File: config.mk
export PLATFORM = sky130hd
export DESIGN_NAME = async_xmem_ctrl
export DESIGN_NICKNAME = d
export VERILOG_FILES = /design/src/rtl/axm_pkg.sv /design/src/rtl/axm_cfg_regs.sv /design/src/rtl/axm_addr_decode.sv /design/src/rtl/axm_phase_seq.sv /design/src/rtl/async_xmem_ctrl.sv
export SDC_FILE = /design/constraint.sdc
export NUM_CORES = 1
export LEC_CHECK = 0
export ABC_AREA = 1
export BUFFER_PORTS_ARGS = -buffer_cell sky130_fd_sc_hd__buf_4
export CAP_MARGIN = 20
export CORE_MARGIN = 1
export CORE_UTILIZATION = 54
export DETAILED_ROUTE_END_ITERATION = 16
export PLACE_DENSITY = 0.8
export SYNTH_ARGS = -nofsm -noshare
export SYNTH_HDL_FRONTEND = slang
export SYNTH_SLANG_ARGS = --single-unit
export TNS_END_PERCENT = 1
File: constraint.sdc
create_clock -name clk -period 2.52 [get_ports clk]
set_clock_uncertainty 0.2 [all_clocks]
set_input_delay 0.126 -clock clk [delete_from_list [all_inputs] [get_ports clk]]
set_output_delay 0.126 -clock clk [all_outputs]
set_load 0.1 [all_outputs]
File: src/rtl/axm_pkg.sv
package axm_pkg;

    localparam int REG_W    = 32;
    localparam int DATA_W   = 32;
    localparam int NSPACE   = 4;
    localparam int SEL_W    = $clog2(NSPACE);
    localparam int OFF_W    = 5;
    localparam int SETUP_W  = 4;
    localparam int STROBE_W = 6;
    localparam int HOLD_W   = 3;
    localparam int CNT_W    = STROBE_W;

    localparam logic [3:0]       SPACE_BASE_NIB = 4'h8;
    localparam logic [3:0]       TYPE_ASYNC32   = 4'b0010;
    localparam logic [REG_W-1:0] CFG_RESET      = 32'hFFFF_FF2F;

    typedef struct packed {
        logic [SETUP_W-1:0]  setup;
        logic [STROBE_W-1:0] strobe;
        logic [HOLD_W-1:0]   hold;
    } phase_t;

    typedef struct packed {
        phase_t     rd;
        phase_t     wr;
        logic [1:0] turn;
        logic [3:0] mtype;
    } space_cfg_t;

    typedef struct packed {
        logic             hit;
        logic [SEL_W-1:0] idx;
    } slot_t;

    typedef enum logic [2:0] {
        ST_IDLE,
        ST_SETUP,
        ST_STROBE,
        ST_HOLD,
        ST_DONE
    } phase_e;

    // Split a raw timing word into its fields.
    function automatic space_cfg_t unpack_cfg(input logic [REG_W-1:0] r);
        space_cfg_t c;
        c.wr.setup  = r[31:28];
        c.wr.strobe = r[27:22];
        c.wr.hold   = {r[3], r[21:20]};
        c.rd.setup  = r[19:16];
        c.turn      = r[15:14];
        c.rd.strobe = r[13:8];
        c.mtype     = r[7:4];
        c.rd.hold   = r[2:0];
        return c;
    endfunction

    // Register-port offset to window index.
    function automatic slot_t offset_lookup(input logic [OFF_W-1:0] off);
        slot_t s;
        s.hit = 1'b1;
        s.idx = '0;
        case (off)
            5'h08:   s.idx = SEL_W'(0);
            5'h04:   s.idx = SEL_W'(1);
            5'h10:   s.idx = SEL_W'(2);
            5'h14:   s.idx = SEL_W'(3);
            default: s.hit = 1'b0;
        endcase
        return s;
    endfunction

    // A length of zero is stretched to a single cycle.
    function automatic logic [CNT_W-1:0] len_or_one(input logic [CNT_W-1:0] v);
        return (v == '0) ? CNT_W'(1) : v;
    endfunction

endpackage

File: src/rtl/axm_cfg_regs.sv
module axm_cfg_regs
    import axm_pkg::*;
(
    input  logic                          clk,
    input  logic                          rst,
    input  logic                          wr_en,
    input  logic [OFF_W-1:0]              offset,
    input  logic [REG_W-1:0]              wdata,
    output logic [REG_W-1:0]              rdata,
    output logic [NSPACE-1:0][REG_W-1:0]  cfg_o
);

    slot_t                          slot;
    logic [NSPACE-1:0][REG_W-1:0]   cfg_q;

    always_comb slot = offset_lookup(offset);

    for (genvar i = 0; i < NSPACE; i++) begin : g_word
        always_ff @(posedge clk) begin
            if (rst) begin
                cfg_q[i] <= CFG_RESET;
            end else if (wr_en && slot.hit && (slot.idx == SEL_W'(i))) begin
                cfg_q[i] <= wdata;
            end
        end
    end

    always_comb rdata = slot.hit ? cfg_q[slot.idx] : '0;
    assign cfg_o = cfg_q;

    // Timing words move only on a register write.
    p_cfg_stable_r3: assert property (@(posedge clk) disable iff (rst)
        !wr_en |=> $stable(cfg_q));

endmodule

File: src/rtl/axm_addr_decode.sv
module axm_addr_decode
    import axm_pkg::*;
(
    input  logic [31:0]      addr,
    output logic             hit,
    output logic [SEL_W-1:0] idx
);

    logic [3:0] nib;
    logic [3:0] rel;

    always_comb begin
        nib = addr[31:28];
        rel = nib - SPACE_BASE_NIB;
        hit = (nib >= SPACE_BASE_NIB) && (rel < 4'(NSPACE));
        idx = rel[SEL_W-1:0];
    end

endmodule

File: src/rtl/axm_phase_seq.sv
module axm_phase_seq
    import axm_pkg::*;
#(
    parameter int EXT_AW = 26
) (
    input  logic              clk,
    input  logic              rst,
    input  logic              start,
    input  logic              is_write,
    input  logic              space_hit,
    input  logic [SEL_W-1:0]  space_idx,
    input  phase_t            timing,
    input  logic [EXT_AW-1:0] word_addr,
    input  logic [DATA_W-1:0] wdata,
    input  logic [DATA_W-1:0] ext_din,
    output logic              busy,
    output logic              done,
    output logic [DATA_W-1:0] rdata,
    output logic [NSPACE-1:0] ce_n,
    output logic              oe_n,
    output logic              we_n,
    output logic [EXT_AW-1:0] addr_o,
    output logic [DATA_W-1:0] dout,
    output logic              dout_en
);

    phase_e               st;
    logic [CNT_W-1:0]     cnt;
    logic                 wr_q;
    logic [SEL_W-1:0]     sel_q;
    logic [EXT_AW-1:0]    addr_q;
    logic [DATA_W-1:0]    wdata_q;
    logic [DATA_W-1:0]    rdata_q;
    logic [STROBE_W-1:0]  strobe_q;
    logic [HOLD_W-1:0]    hold_q;
    logic                 last;

    assign last = (cnt == '0);

    always_ff @(posedge clk) begin
        if (rst) begin
            st       <= ST_IDLE;
            cnt      <= '0;
            wr_q     <= 1'b0;
            sel_q    <= '0;
            addr_q   <= '0;
            wdata_q  <= '0;
            rdata_q  <= '0;
            strobe_q <= '0;
            hold_q   <= '0;
        end else begin
            case (st)
                ST_IDLE: begin
                    if (start) begin
                        wr_q     <= is_write;
                        sel_q    <= space_idx;
                        addr_q   <= word_addr;
                        wdata_q  <= wdata;
                        strobe_q <= timing.strobe;
                        hold_q   <= timing.hold;
                        if (space_hit) begin
                            st  <= ST_SETUP;
                            cnt <= len_or_one(CNT_W'(timing.setup)) - CNT_W'(1);
                        end else begin
                            st <= ST_DONE;
                            if (!is_write) rdata_q <= '0;
                        end
                    end
                end
                ST_SETUP: begin
                    if (last) begin
                        st  <= ST_STROBE;
                        cnt <= len_or_one(CNT_W'(strobe_q)) - CNT_W'(1);
                    end else begin
                        cnt <= cnt - CNT_W'(1);
                    end
                end
                ST_STROBE: begin
                    if (last) begin
                        if (!wr_q) rdata_q <= ext_din;
                        if (hold_q == '0) begin
                            st <= ST_DONE;
                        end else begin
                            st  <= ST_HOLD;
                            cnt <= CNT_W'(hold_q) - CNT_W'(1);
                        end
                    end else begin
                        cnt <= cnt - CNT_W'(1);
                    end
                end
                ST_HOLD: begin
                    if (last) st <= ST_DONE;
                    else      cnt <= cnt - CNT_W'(1);
                end
                ST_DONE: st <= ST_IDLE;
                default: st <= ST_IDLE;
            endcase
        end
    end

    logic active;
    logic strobing;

    always_comb begin
        active   = (st == ST_SETUP) || (st == ST_STROBE) || (st == ST_HOLD);
        strobing = (st == ST_STROBE);
        ce_n     = active ? ~(NSPACE'(1) << sel_q) : '1;
        oe_n     = !(strobing && !wr_q);
        we_n     = !(strobing && wr_q);
        dout_en  = active && wr_q;
        dout     = wdata_q;
        addr_o   = addr_q;
        busy     = (st != ST_IDLE);
        done     = (st == ST_DONE);
        rdata    = rdata_q;
    end

    p_ce_onehot_r1: assert property (@(posedge clk) disable iff (rst)
        $onehot0(~ce_n));

    p_strobe_excl_r6: assert property (@(posedge clk) disable iff (rst)
        !(!oe_n && !we_n));

    p_oe_in_ce_r6: assert property (@(posedge clk) disable iff (rst)
        !oe_n |-> (ce_n != '1));

    p_we_in_ce_r7: assert property (@(posedge clk) disable iff (rst)
        !we_n |-> (ce_n != '1));

    p_wdrive_r7: assert property (@(posedge clk) disable iff (rst)
        !we_n |-> dout_en);

    p_done_pulse_r10: assert property (@(posedge clk) disable iff (rst)
        done |=> !done);

    p_rdata_hold_r9: assert property (@(posedge clk) disable iff (rst)
        (busy && !done) |=> $stable(rdata) || $past(strobing));

endmodule

File: src/rtl/async_xmem_ctrl.sv
module async_xmem_ctrl
    import axm_pkg::*;
#(
    parameter int EXT_AW = 26
) (
    input  logic              clk,
    input  logic              rst,
    input  logic              req_valid,
    input  logic              req_write,
    input  logic [31:0]       req_addr,
    input  logic [31:0]       req_wdata,
    output logic              req_busy,
    output logic              rsp_done,
    output logic [31:0]       rsp_rdata,
    input  logic              cfg_we,
    input  logic [4:0]        cfg_addr,
    input  logic [31:0]       cfg_wdata,
    output logic [31:0]       cfg_rdata,
    output logic [3:0]        ext_ce_n,
    output logic              ext_oe_n,
    output logic              ext_we_n,
    output logic [EXT_AW-1:0] ext_addr,
    output logic [31:0]       ext_dout,
    output logic              ext_dout_en,
    input  logic [31:0]       ext_din
);

    logic [NSPACE-1:0][REG_W-1:0] cfg_raw;
    space_cfg_t                   cfg_s [NSPACE];
    space_cfg_t                   cfg_sel;
    phase_t                       timing;
    logic                         dec_hit;
    logic [SEL_W-1:0]             dec_idx;
    logic                         misc_unused;

    axm_cfg_regs u_regs (
        .clk    (clk),
        .rst    (rst),
        .wr_en  (cfg_we),
        .offset (cfg_addr),
        .wdata  (cfg_wdata),
        .rdata  (cfg_rdata),
        .cfg_o  (cfg_raw)
    );

    for (genvar i = 0; i < NSPACE; i++) begin : g_unpack
        assign cfg_s[i] = unpack_cfg(cfg_raw[i]);
    end

    axm_addr_decode u_dec (
        .addr (req_addr),
        .hit  (dec_hit),
        .idx  (dec_idx)
    );

    always_comb begin
        cfg_sel = cfg_s[dec_idx];
        timing  = req_write ? cfg_sel.wr : cfg_sel.rd;
    end

    // Stored fields that do not steer timing, and byte-lane address bits.
    assign misc_unused = ^{cfg_sel.turn, cfg_sel.mtype, req_addr[1:0]};

    axm_phase_seq #(.EXT_AW(EXT_AW)) u_seq (
        .clk       (clk),
        .rst       (rst),
        .start     (req_valid),
        .is_write  (req_write),
        .space_hit (dec_hit),
        .space_idx (dec_idx),
        .timing    (timing),
        .word_addr (req_addr[EXT_AW+1:2]),
        .wdata     (req_wdata),
        .ext_din   (ext_din),
        .busy      (req_busy),
        .done      (rsp_done),
        .rdata     (rsp_rdata),
        .ce_n      (ext_ce_n),
        .oe_n      (ext_oe_n),
        .we_n      (ext_we_n),
        .addr_o    (ext_addr),
        .dout      (ext_dout),
        .dout_en   (ext_dout_en)
    );

    p_busy_after_accept_r10: assert property (@(posedge clk) disable iff (rst)
        (req_valid && !req_busy) |=> req_busy);

    p_unmapped_quiet_r2: assert property (@(posedge clk) disable iff (rst)
        (req_valid && !req_busy && !dec_hit) |=> (rsp_done && (ext_ce_n == '1)));

endmodule

# [Yosys cells after proc, flatten, opt, wreduce, memory -nomap -nowiden]
# Index checks and enable logic that the tools add are counted.
[word_totals] output_inout_bits=131 wordCells=106 reg_bits=239 in_bits=138
[classes] shifts=1 reduce_logical=28 magnitude_cmp=4 bitwise=2 addsub=5 eq_ne=21 mux=32
[op_table] op="32-bit two-way mux" n=9
[op_table] op="32-bit binary-select mux with 2-bit select" n=2
[op_table] op="32-bit case mux with 2 select lines" n=1
[op_table] op="6-bit two-way mux" n=7
[op_table] op="6-bit case mux with 4 select lines" n=1
[op_table] op="3-bit two-way mux" n=6
[op_table] op="6-bit by 1-bit subtractor with 6-bit output, second input constant" n=3
[op_table] op="13-bit two-way mux" n=1
[op_table] op="6-bit zero test" n=2
[op_table] op="2-bit != test, second input constant" n=6
[op_table] op="3-bit case mux with 4 select lines" n=1
[op_table] op="5-bit equality test, second input constant" n=2
[op_table] op="1-bit logical AND" n=9
[op_table] op="4-bit two-way mux" n=2
[op_table] op="3-bit by 2-bit equality test with 1-bit output, second input constant" n=2
[op_table] op="3-bit zero test" n=2
[op_table] op="2-bit by 1-bit != test with 1-bit output, second input constant" n=3
[op_table] op="2-bit case mux with 3 select lines" n=1
[op_table] op="6-bit AND reduction" n=1
[op_table] op="5-bit by 3-bit equality test with 1-bit output, second input constant" n=1
[op_table] op="5-bit by 4-bit equality test with 1-bit output, second input constant" n=1
[op_table] op="5-bit AND reduction" n=1
[op_table] op="2-bit equality test, second input constant" n=2
[op_table] op="4-bit >= comparator, second input constant" n=1
[op_table] op="other kinds (23)" n=26

# [Longest topological paths before layout]
# Gate-level depths: netlist of run 1.
[logic_depth] ltp_word=12 ltp_mapped=16 mapped_depth_nobuf=16

# [Modules after synthesis]
# A second synthesis of run 1 with hierarchy kept.
[unflattened] cells_unflattened=1781 hier_area_um2=12191.7
[by_module_without_submodules] mod="axm_cfg_regs" seq_area_each_um2=2562.5 instances=1 area_per_inst_um2=5783.0 cells_each=806
[by_module_without_submodules] mod="axm_phase_seq" seq_area_each_um2=2222.1 instances=1 area_per_inst_um2=4933.5 cells_each=625
[by_module_without_submodules] mod="async_xmem_ctrl" seq_area_each_um2=0.0 instances=1 area_per_inst_um2=1450.1 cells_each=346
[by_module_without_submodules] mod="axm_addr_decode" seq_area_each_um2=0.0 instances=1 area_per_inst_um2=25.0 cells_each=4

# [Least setup slack after synthesis of run 1]
# Ideal clock, no wire load.
[synth_timing] path_type="input -> output" start="input cfg_addr[1]" end="output cfg_rdata[18]" path_stages=6 n_path_buf=1 arrival_time_ps=3310 path_slack_ps=-1116 required_ps=2194 path_cell_list="nor2_1 -> inv_1 -> nor3_4 -> clkbuf_1 -> a21oi_1 -> a221oi_1"
[synth_via] elab_chain_cells=5 word_cells_on_any_way=10 classes_between="eq/ne: 4; mux: 5; reduce/logical: 1"
[synth_lines] element="start, declared" line_no="async_xmem_ctrl.sv:16" rtl="input logic [4:0] cfg_addr,"
[synth_lines] element="5-bit equality test or 5-bit by 3-bit equality test with 1-bit output (tied branches)" line_no="axm_pkg.sv:62" rtl="case (off)"
[synth_lines] element="2-bit case mux with 3 select lines" line_no="axm_pkg.sv:62"
[synth_lines] element="32-bit binary-select mux with 2-bit select" line_no="axm_cfg_regs.sv:28" rtl="always_comb rdata = slot.hit ? cfg_q[slot.idx] : '0;"
[synth_lines] element="32-bit two-way mux (not written as such)" line_no="axm_cfg_regs.sv:28"
[synth_lines] element="32-bit two-way mux (*)" line_no="axm_cfg_regs.sv:28"
[synth_lines] element="end, declared" line_no="async_xmem_ctrl.sv:18" rtl="output logic [31:0] cfg_rdata,"
# Every way passes the cells marked *; elsewhere a longest branch is shown, timed or not. The select of a mux whose other input is x is not followed.

# [Worst setup path after layout of run 1]
[layout_timing] start="input cfg_addr[1]" end="output cfg_rdata[29]"
# The elaborated chain is that of the path after synthesis.

==> impl_metrics.toml, run 1 <==
[sta]
relSlewSlack_pct = 43.1
fmax_ghz = 0.428
rsz0062_at_grt = "true"
period_needed_ns = 2.34
final_hold_viol_count = 0
whs_ns = 0.0257
final_max_slew_viol_count = 0
setup_violations = 0
finalCritPeriodShare_pct = 92.7
setup_slack_ns = 0.183
tightest_slew_ns = 0.851

[clock_tree]
clkTransAtPathRegs_ns = 0.06
numCtsBuffers = 26
htreeDepth = 1
cts_tree = "done"
insertion_delay_ns = 0.53
clock-root-buffer = "clkbuf_16"
clock-sinks = 239
cts_buffer_depth = 3

[worst_setup_path]
worst-r2r-cell-count = 7
cp-start-kind = "input port"
cp-end-kind = "output port"
crit_type = "input port to output port"
critPathMaxFanout = 19
r2r-start = "u_seq.st[1]"
crit_arrival_ns = 2.01
worstSetupStartpoint = "cfg_addr[1]"
timing.rr.end = "u_seq.addr_o[15]"
required_ns = 2.19
rrSetupSlack_ns = 0.19

[yosys]
synth_edf_count = 0
yosysTopAreaCellShare_pct = 42.9
syn_nets = 1690
synth_ff_type = "dfxtp_1"
syn-instance-count = 1546
seq_area_frac_synth_pct = 42.9
avgSynthCellArea_um2 = 7.21
yosys.area.top_type = "dfxtp_1"
synth.area.top_cells = "dfxtp_1 43%, nand2_1 11%, o21ai_0 8.2%"
ys_types = 36
yosysWarnings = 0
ys_ff_latch = 239
synth.cell_area_um2 = 11100
async_flop_share_pct = 0

[placement]
dp_slack_ns = 0.0874
gp_congestion = 0.847
port_buffers = 266
dp_hpwl_um = 21800

[finish]
n_fill_cell = 1414
mostFrequentLayoutCells = "321 x nand2_1, 303 x buf_4, 239 x dfxtp_1, 217 x nor2_1, 183 x o21ai_0"
diodes = 0
area_growth_pct = 40.2
drive_above_1_share_pct = 21.4
fin_nets = 2051
mostFrequentLayoutCell = "nand2_1"
post-route-util_pct = 77.3

[die]
num_io_pins = 269
die_w_um = 146
dieHeight_um = 146
start_util_pct = 55.1
core.rowCount = 52
core_area_um2 = 20200
dieArea_um2 = 21200

[detailed_routing]
dr.pass1.iters = 6
ant_nets = 0
wl_per_cell_um = 17.0
wirelength_um = 37400
vias_per_cell = 5.61
dr_total_vias = 12300
first_iter_violations = 1023
drcViolationCount = 0

[worst_hold_path]
hp-start = "cfg_addr[4]"
holdPathStages = 4
min_to = "u_regs.cfg_o[50]"
hold_class = "input port to flop"

[pwr]
leakage_nw = 7.71
ir_worst_vdd_uv = 1260
total_power_mw = 15.4
p_per_area_nw_per_um2 = 982

[run_status]
status = "completed"

[grt]
grt_use_total_pct = 34.4
grt_overflow_total = 0
antenna_found_initial = 0
grt_pass1_wl_um = 60300
grt_pass1_vias = 12100
grt_start_max_net_pins = 59

[run]
drv_cap = 0
==> critical path, stage by stage <==
cell and delay (ns):
buf_4 0.11, nor2_2 0.24, inv_1 0.11, nor3_4 0.25, buf_4 0.34, o211ai_1 0.13, a21oi_1 0.32, buf_4 0.36
==> routing by layer <==
metal	track usage [%]	wire length, µm
met1	41.2	14600
met2	60.0	18100
met3	6.55	3090
met4	14.6	1590
met5	0	0
==> synth_stat cells (all sizes together), types with 2 or more instances <==
master and count:
clkinv 4, nor2 222, nand3 47, a21oi 123, a211oi 2, buf 31
nand4 5, clkbuf 76, xnor2 2, nand2 322, o22ai 9, o211ai 131
o21ai 185, xor2 2, o21bai 13, inv 118, ha 6, nor3 4
dfxtp 239
==> what timing repair did <==
item,CTS,global route
setup endpoints to repair,0,4
hold endpoints to repair,236,0
hold buffers,130,0
gates resized for setup,0,1
setup buffers,0,0
==> final cells by class <==
type / count / area (µm²) / area share, %
clock inverter: 5 / 50.0 / 0.320
clock buffer: 42 / 792 / 5.07
sequential: 239 / 4780 / 30.6
tap: 270 / 338 / 2.16
multi-input combinational: 1078 / 5490 / 35.1
inverter: 122 / 463 / 2.96
timing repair buffer: 440 / 3720 / 23.8
==> worst max path at each step <==
stage	endpoint	slack [ns]	depth (start not counted)
floorplan	cfg_rdata[28]	-0.53	7
global placement	cfg_rdata[6]	0.1	8
detailed placement	u_regs.cfg_o[102]	0.09	11
CTS	cfg_rdata[6]	0.08	8
global route	u_seq.addr_o[7]	-0.004	7
finish	cfg_rdata[29]	0.18	8
==> where the power goes <==
group,leakage (nW),total [mW],internal [mW],switching (mW)
Combinational,5.35,6.96,1.61,5.35
Sequential,1.95,4.61,4.29,0.324
Clock,0.416,3.79,2.24,1.55
Total,7.71,15.4,8.13,7.22
==> state kept, by name, summed over array words and instances, names as in the netlist <==
register and cells:
u_seq.st 3, u_regs.cfg_o 128, u_seq.strobe_q 6, u_seq.rdata 32
u_seq.cnt 6, u_seq.hold_q 3, u_seq.dout 32, u_seq.wr_q 1
u_seq.sel_q 2, u_seq.addr_o 26
==> through the flow <==
| step | cells | TNS [ns] | area, µm² |
|---|---|---|---|
| CTS | 2196 | 0 | 15600 |
| global route | 2196 | -0.00365 | 15600 |
| detailed placement | 2019 | 0 | 13500 |
| finish | 2196 | 0 | 15600 |
| global placement | 2019 | 0 | 13500 |
| floorplan | 1546 | -13.77 | 11200 |
==> kinds of logic (layout without fill, tap and decap cells) <==
logic type,after synthesis,count (layout),synth area share [%]
muxes,1,1,0.0898
and+or+nand+nor,601,601,21.5
DFF,239,239,42.9
xor gates and xnor gates,4,4,0.314
buffers and inverters,229,609,8.06
adders and majority gates,6,6,0.673
AOI/OAI and AO/OA,466,466,26.4
(Power assumes the default switching activity.)
==> run 2, diff against run 1 <==
--- a/config.mk
+++ b/config.mk
@@ -8,6 +8,7 @@
 export ABC_AREA = 1
 export BUFFER_PORTS_ARGS = -buffer_cell sky130_fd_sc_hd__buf_4
 export CAP_MARGIN = 20
+export CORE_ASPECT_RATIO = 1.4
 export CORE_MARGIN = 1
 export CORE_UTILIZATION = 54
 export DETAILED_ROUTE_END_ITERATION = 16
==> impl_metrics.toml, run 2 (synthesized netlist as in run 1, its figures left out) <==
[sta]
final_hold_viol_count = 0
tightest_slew_ns = 0.678
finalCritPeriodShare_pct = 97.5
whs_ns = 0.0435
fmax_ghz = 0.407
setup_violations = 0
relSlewSlack_pct = 54.7
finalSetupTns_ns = 0
period_needed_ns = 2.46
final_max_slew_viol_count = 0

[worst_setup_path]
critPathTopFamily = "buffers and inverters"
crit_arrival_ns = 2.66
r2r-start = "u_seq.st[1]"
cp.buffers_inverters = 3
worst-r2r-cell-count = 8
worstSetupStartpoint = "u_seq.st[1]"
timing.rr.end = "u_seq.dout[10]"
path_depth = 8
cp-start-kind = "flop"
critPathMaxFanout = 58
crit_chain = "nor2_4, nand2_2, nor2_4, clkinvlp_4, buf_12, nor2_1, nor2_1, dlygate4sd3_1"
required_ns = 2.72
rrSetupSlack_ns = 0.06
crit_slowest_cell = "dlygate4sd3_1"
crit_type = "flop to flop"
cp-end-kind = "flop"
cp_slowest_stage_delay_ns = 0.60

[placement]
post-place-cells = 2005
gp_congestion = 0.918
port_buffers = 266
dp_hpwl_um = 23000

[clock_tree]
insertion_delay_ns = 0.54
clock-sinks = 239
cts_tree = "done"
numCtsBuffers = 24
htreeDepth = 1
clkTransAtPathRegs_ns = 0.06
cts_buffer_depth = 3
clock-root-buffer = "clkbuf_16"

[grt]
grt_pass1_vias = 12400
grt_pass1_wl_um = 63900
grt_use_total_pct = 38.5
grt_start_max_net_pins = 65
grt_overflow_total = 0
antenna_found_initial = 0

[run]
drv_cap = 0

[finish]
fin_nets = 2101
area_growth_pct = 44.7
largest_reg_flops = 128
mostFrequentLayoutCells = "320 x nand2_1, 306 x buf_4, 239 x dfxtp_1, 216 x nor2_1, 183 x o21ai_0"
mostFrequentLayoutCell = "nand2_1"
drive_above_1_share_pct = 21.6
diodes = 0
fin_cells = 2226
n_fill_cell = 1313

[worst_hold_path]
hold_class = "input port to flop"
holdPathStages = 5
hp-start = "cfg_addr[2]"
min_to = "u_regs.cfg_o[103]"

[die]
num_io_pins = 269
die_w_um = 123
core.rowCount = 61
start_util_pct = 55.5
core_area_um2 = 20100
dieArea_um2 = 21200
dieHeight_um = 172

[detailed_routing]
ant_nets = 0
vias_per_cell = 5.77
drcViolationCount = 0
dr.pass1.iters = 5
first_iter_violations = 1176
wl_per_cell_um = 18.5
wirelength_um = 41200
dr_total_vias = 12800

[pwr]
p_per_area_nw_per_um2 = 989
ir_worst_vdd_uv = 1600
total_power_mw = 16.0
leakage_nw = 8.03

[run_status]
status = "completed"
[run 2: cell count changes in the layout (fill, tap and decap cells not counted), moves of 3 or more]
cell           previous run  this run
dlygate4sd3_1           130       175
clkbuf_1                  9         2
clkinv_2                  4         8
buf_12                    7        10
buf_4                   303       306
clkbuf_16                27        24
[run 2: area by class of cell]
| type | instances | area [µm²] | area share (%) |
|---|---|---|---|
| tap | 252 | 315 | 1.95 |
| inverter | 122 | 467 | 2.89 |
| multi-input combinational | 1078 | 5500 | 34.1 |
| timing repair buffer | 492 | 4260 | 26.4 |
| clock inverter | 11 | 116 | 0.721 |
| sequential | 239 | 4780 | 29.7 |
| clock buffer | 32 | 691 | 4.28 |
[run 2: stage by stage]
step,instance area [µm²],utilization (%),setup slack [ns]
global route,16100,80.4,-0.0167
global placement,13500,67.3,0.161
finish,16100,80.4,0.0619
detailed placement,13500,67.3,0.0964
floorplan,11200,-,-0.530
CTS,16100,80.1,0.0430
[run 2: how the worst max path moves through the flow]
| stage | slack [ns] | to |
|---|---|---|
| after floorplan | -0.53 | cfg_rdata[28] |
| after global placement | 0.16 | cfg_rdata[28] |
| after detailed placement | 0.1 | u_regs.cfg_o[6] |
| after CTS | 0.04 | u_seq.dout[30] |
| after global routing | -0.02 | u_seq.addr_o[3] |
| final | 0.06 | u_seq.dout[10] |
[run 2: metal layers]
metal	part of all wire (%)	up-vias	routed length (µm)	GRT usage (%)
met4	5.9	0	2440	21.9
met5	0	-	0	0
met2	49	755	20300	67.0
li1	-	5977	-	-
met1	36	5929	15000	43.2
met3	8.6	178	3550	7.62
[run 2: power by group]
group,switching [mW],total [mW],internal (mW)
clock,1.59,3.72,2.13
sequential,0.376,4.66,4.28
combinational,5.58,7.57,1.99
[run 2: tightest hold or removal path, delay by kind of cell]
family / cells / cell delay [ns]
AO/OA/AOI/OAI: 1 / 0.05
buffers and inverters: 2 / 0.30
AND/OR/NAND/NOR: 2 / 0.25
[run 2: what timing repair did]
| action | in CTS | in global routing |
|---|---|---|
| resized for setup | 0 | 12 |
| endpoints found under the hold margin | 226 | 0 |
| hold buffers | 175 | 0 |
| setup endpoints to repair | 0 | 46 |
| setup buffers | 0 | 3 |
==> run 3, diff against run 2 <==
--- a/config.mk
+++ b/config.mk
@@ -10,10 +10,12 @@
 export CAP_MARGIN = 20
 export CORE_ASPECT_RATIO = 1.4
 export CORE_MARGIN = 1
-export CORE_UTILIZATION = 54
+export CORE_UTILIZATION = 55
 export DETAILED_ROUTE_END_ITERATION = 16
-export PLACE_DENSITY = 0.8
+export PLACE_DENSITY = 0.81
+export SLEW_MARGIN = 10
 export SYNTH_ARGS = -nofsm -noshare
 export SYNTH_HDL_FRONTEND = slang
+export SYNTH_HIERARCHICAL = 1
 export SYNTH_SLANG_ARGS = --single-unit
 export TNS_END_PERCENT = 1
==> impl_metrics.toml, run 3 <==
[detailed_routing]
wl_per_cell_um = 18.1
dr_total_vias = 13900
ant_nets = 0
wirelength_um = 44400
drcViolationCount = 0
first_iter_violations = 1229
vias_per_cell = 5.66
dr.pass1.iters = 6

[clock_tree]
postCtsSetupBuffers = 0
clock-sinks = 239
cts_buffer_depth = 3
numCtsBuffers = 24
cts_tree = "done"
clock-root-buffer = "clkbuf_16"
insertion_delay_ns = 0.52
clkTransAtPathRegs_ns = 0.07
htreeDepth = 1

[pwr]
total_power_mw = 14.4
p_per_area_nw_per_um2 = 866
ir_worst_vdd_uv = 719
leakage_nw = 8.53

[worst_setup_path]
crit_type = "input port to output port"
cp.buffers_inverters = 4
cp_slowest_stage_delay_ns = 0.54
rrSetupSlack_ns = 0.10
crit_arrival_ns = 2.13
critPathMaxFanout = 28
crit_chain = "dlygate4sd3_1, buf_4, nand3_4, buf_12, a21oi_1, o21ai_0, a21oi_1, buf_4"
worst-r2r-cell-count = 7
cp-start-kind = "input port"
crit_slowest_cell = "dlygate4sd3_1"
required_ns = 2.19
timing.rr.end = "u_seq/addr_o[21]"
r2r-start = "u_seq/st[2]"
cp-end-kind = "output port"
critPathTopFamily = "buffers and inverters"

[finish]
drive_above_1_share_pct = 20.5
fin_area_um2 = 16700
post-route-util_pct = 76.5
fin_nets = 2285
area_growth_pct = 36.7
largest_reg_flops = 128
mostFrequentLayoutCell = "nand2_1"
mostFrequentLayoutCells = "528 x nand2_1, 297 x buf_4, 251 x nand3_1, 239 x dfxtp_1, 207 x inv_1"

[die]
core_area_um2 = 21800
core.rowCount = 64
start_util_pct = 56.0
num_io_pins = 269
dieArea_um2 = 22800
die_w_um = 128
dieHeight_um = 178

[yosys]
synthTopCellsByCount = "529 x nand2_1, 251 x nand3_1, 239 x dfxtp_1"
synth_edf_count = 0
synth.area.top_cells = "dfxtp_1 39%, nand2_1 16%, nand3_1 10%"
synth.cell_area_um2 = 12200
avgSynthCellArea_um2 = 6.85
yosys.area.top_type = "dfxtp_1"
seq_area_frac_synth_pct = 39.2
synth_ff_type = "dfxtp_1"
syn-instance-count = 1781
syn_nets = 1924
yosysWarnings = 6
async_flop_share_pct = 0
ys_ff_latch = 239
yosysMostFrequentCell = "nand2_1"
yosysTopAreaCellShare_pct = 39.2
ys_types = 42

[sta]
period_needed_ns = 2.45
finalCritPeriodShare_pct = 97.3
whs_ns = 0.0425
setup_violations = 0
final_hold_viol_count = 0
relSlewSlack_pct = 66.0
rsz0062_at_grt = "false"
tightest_slew_ns = 0.509
fmax_ghz = 0.408
setup_slack_ns = 0.0681
final_max_slew_viol_count = 0

[placement]
dpl-instance-area_um2 = 14300
dp_slack_ns = 0.101
dp_hpwl_um = 24400
port_buffers = 266
gp_congestion = 0.875

[run]
drv_cap = 0

[grt]
grt_use_total_pct = 37.9
grt_pass1_wl_um = 68400
grt_overflow_total = 0
antenna_found_initial = 2
grt_start_max_net_pins = 93
grt_pass1_vias = 13200

[worst_hold_path]
hp-start = "cfg_addr[0]"
min_to = "u_regs/cfg_o[3]"
holdPathStages = 6
hold_class = "input port to flop"

[run_status]
status = "completed"
## run 3: cell types whose count changed in the layout (fill, tap and decap cells not counted), sizes merged, moves of 8 or more
cell,before,now
dlygate4sd3,175,152
a21oi,123,182
nor2,222,47
nand3,47,286
o211ai,131,63
o21bai,13,1
o22ai,9,0
nand2,322,534
o21ai,185,57
clkinv,12,4
inv,118,215
## run 3: timing repair
action                                  CTS  global route
endpoints found under the hold margin   236             0
hold buffers                            152             0
resized for setup                         0             8
endpoints found under the setup margin    0            18
## run 3: cell type report
type,instances,area [µm²]
Clock inverter,6,82.6
Fill cell,1539,5110
Tap cell,297,372
Antenna cell,2,5.00
Sequential cell,239,4780
Clock buffer,33,696
Multi-Input combinational cell,1199,5930
Timing Repair Buffer,462,3980
Inverter,216,825
## run 3: tightest hold or removal path, delay by kind of cell
kind | cells | cell delay, ns
simple gates | 3 | 0.22
compound gates | 1 | 0.08
buf+inv | 2 | 0.31
## run 3: stage by stage
stage,TNS [ns],std cells
after floorplan,-6.88,1781
after global placement,0,2261
after detailed placement,0,2261
after CTS,0,2452
after global routing,0,2454
final,0,2454
## run 3: where the power goes
group	total [mW]	switching, mW	internal, mW
Combinational	6.36	4.77	1.59
Clock	3.61	1.50	2.12
Sequential	4.46	0.289	4.17
## run 3: worst max-delay path by stage
| stage | to | depth (start not counted) | start |
|---|---|---|---|
| 2_1_floorplan | cfg_rdata[16] | 7 | cfg_addr[2] |
| 3_3_place_gp | u_seq/cnt[1] | 16 | req_addr[28] |
| 3_5_place_dp | u_seq/cnt[1] | 16 | req_addr[28] |
| 4_1_cts | ext_dout_en | 5 | u_seq/st[0] |
| 5_1_grt | u_seq/strobe_q[3] | 7 | u_seq/st[0] |
| 6_report | cfg_rdata[0] | 8 | cfg_addr[4] |
## run 3: metal layers
metal	vias up	part of all wire (%)	global-route usage (%)	routed length [µm]
li1	6458	-	-	-
met1	6394	36	43.1	16200
met2	866	48	64.7	21100
met3	179	10	9.00	4610
met4	2	5.5	21.7	2440
met5	-	0.10	1.36	46
## run 3: cell families (layout without fill, tap and decap cells)
logic type	Yosys count	count (layout)	synth area share, %
compound gates	306	306	15.0
xor+xnor	4	4	0.287
flops	239	239	39.2
buf+inv	343	717	12.3
simple gates	884	884	32.7
fa+ha+maj	5	5	0.513
other cells	0	2	0
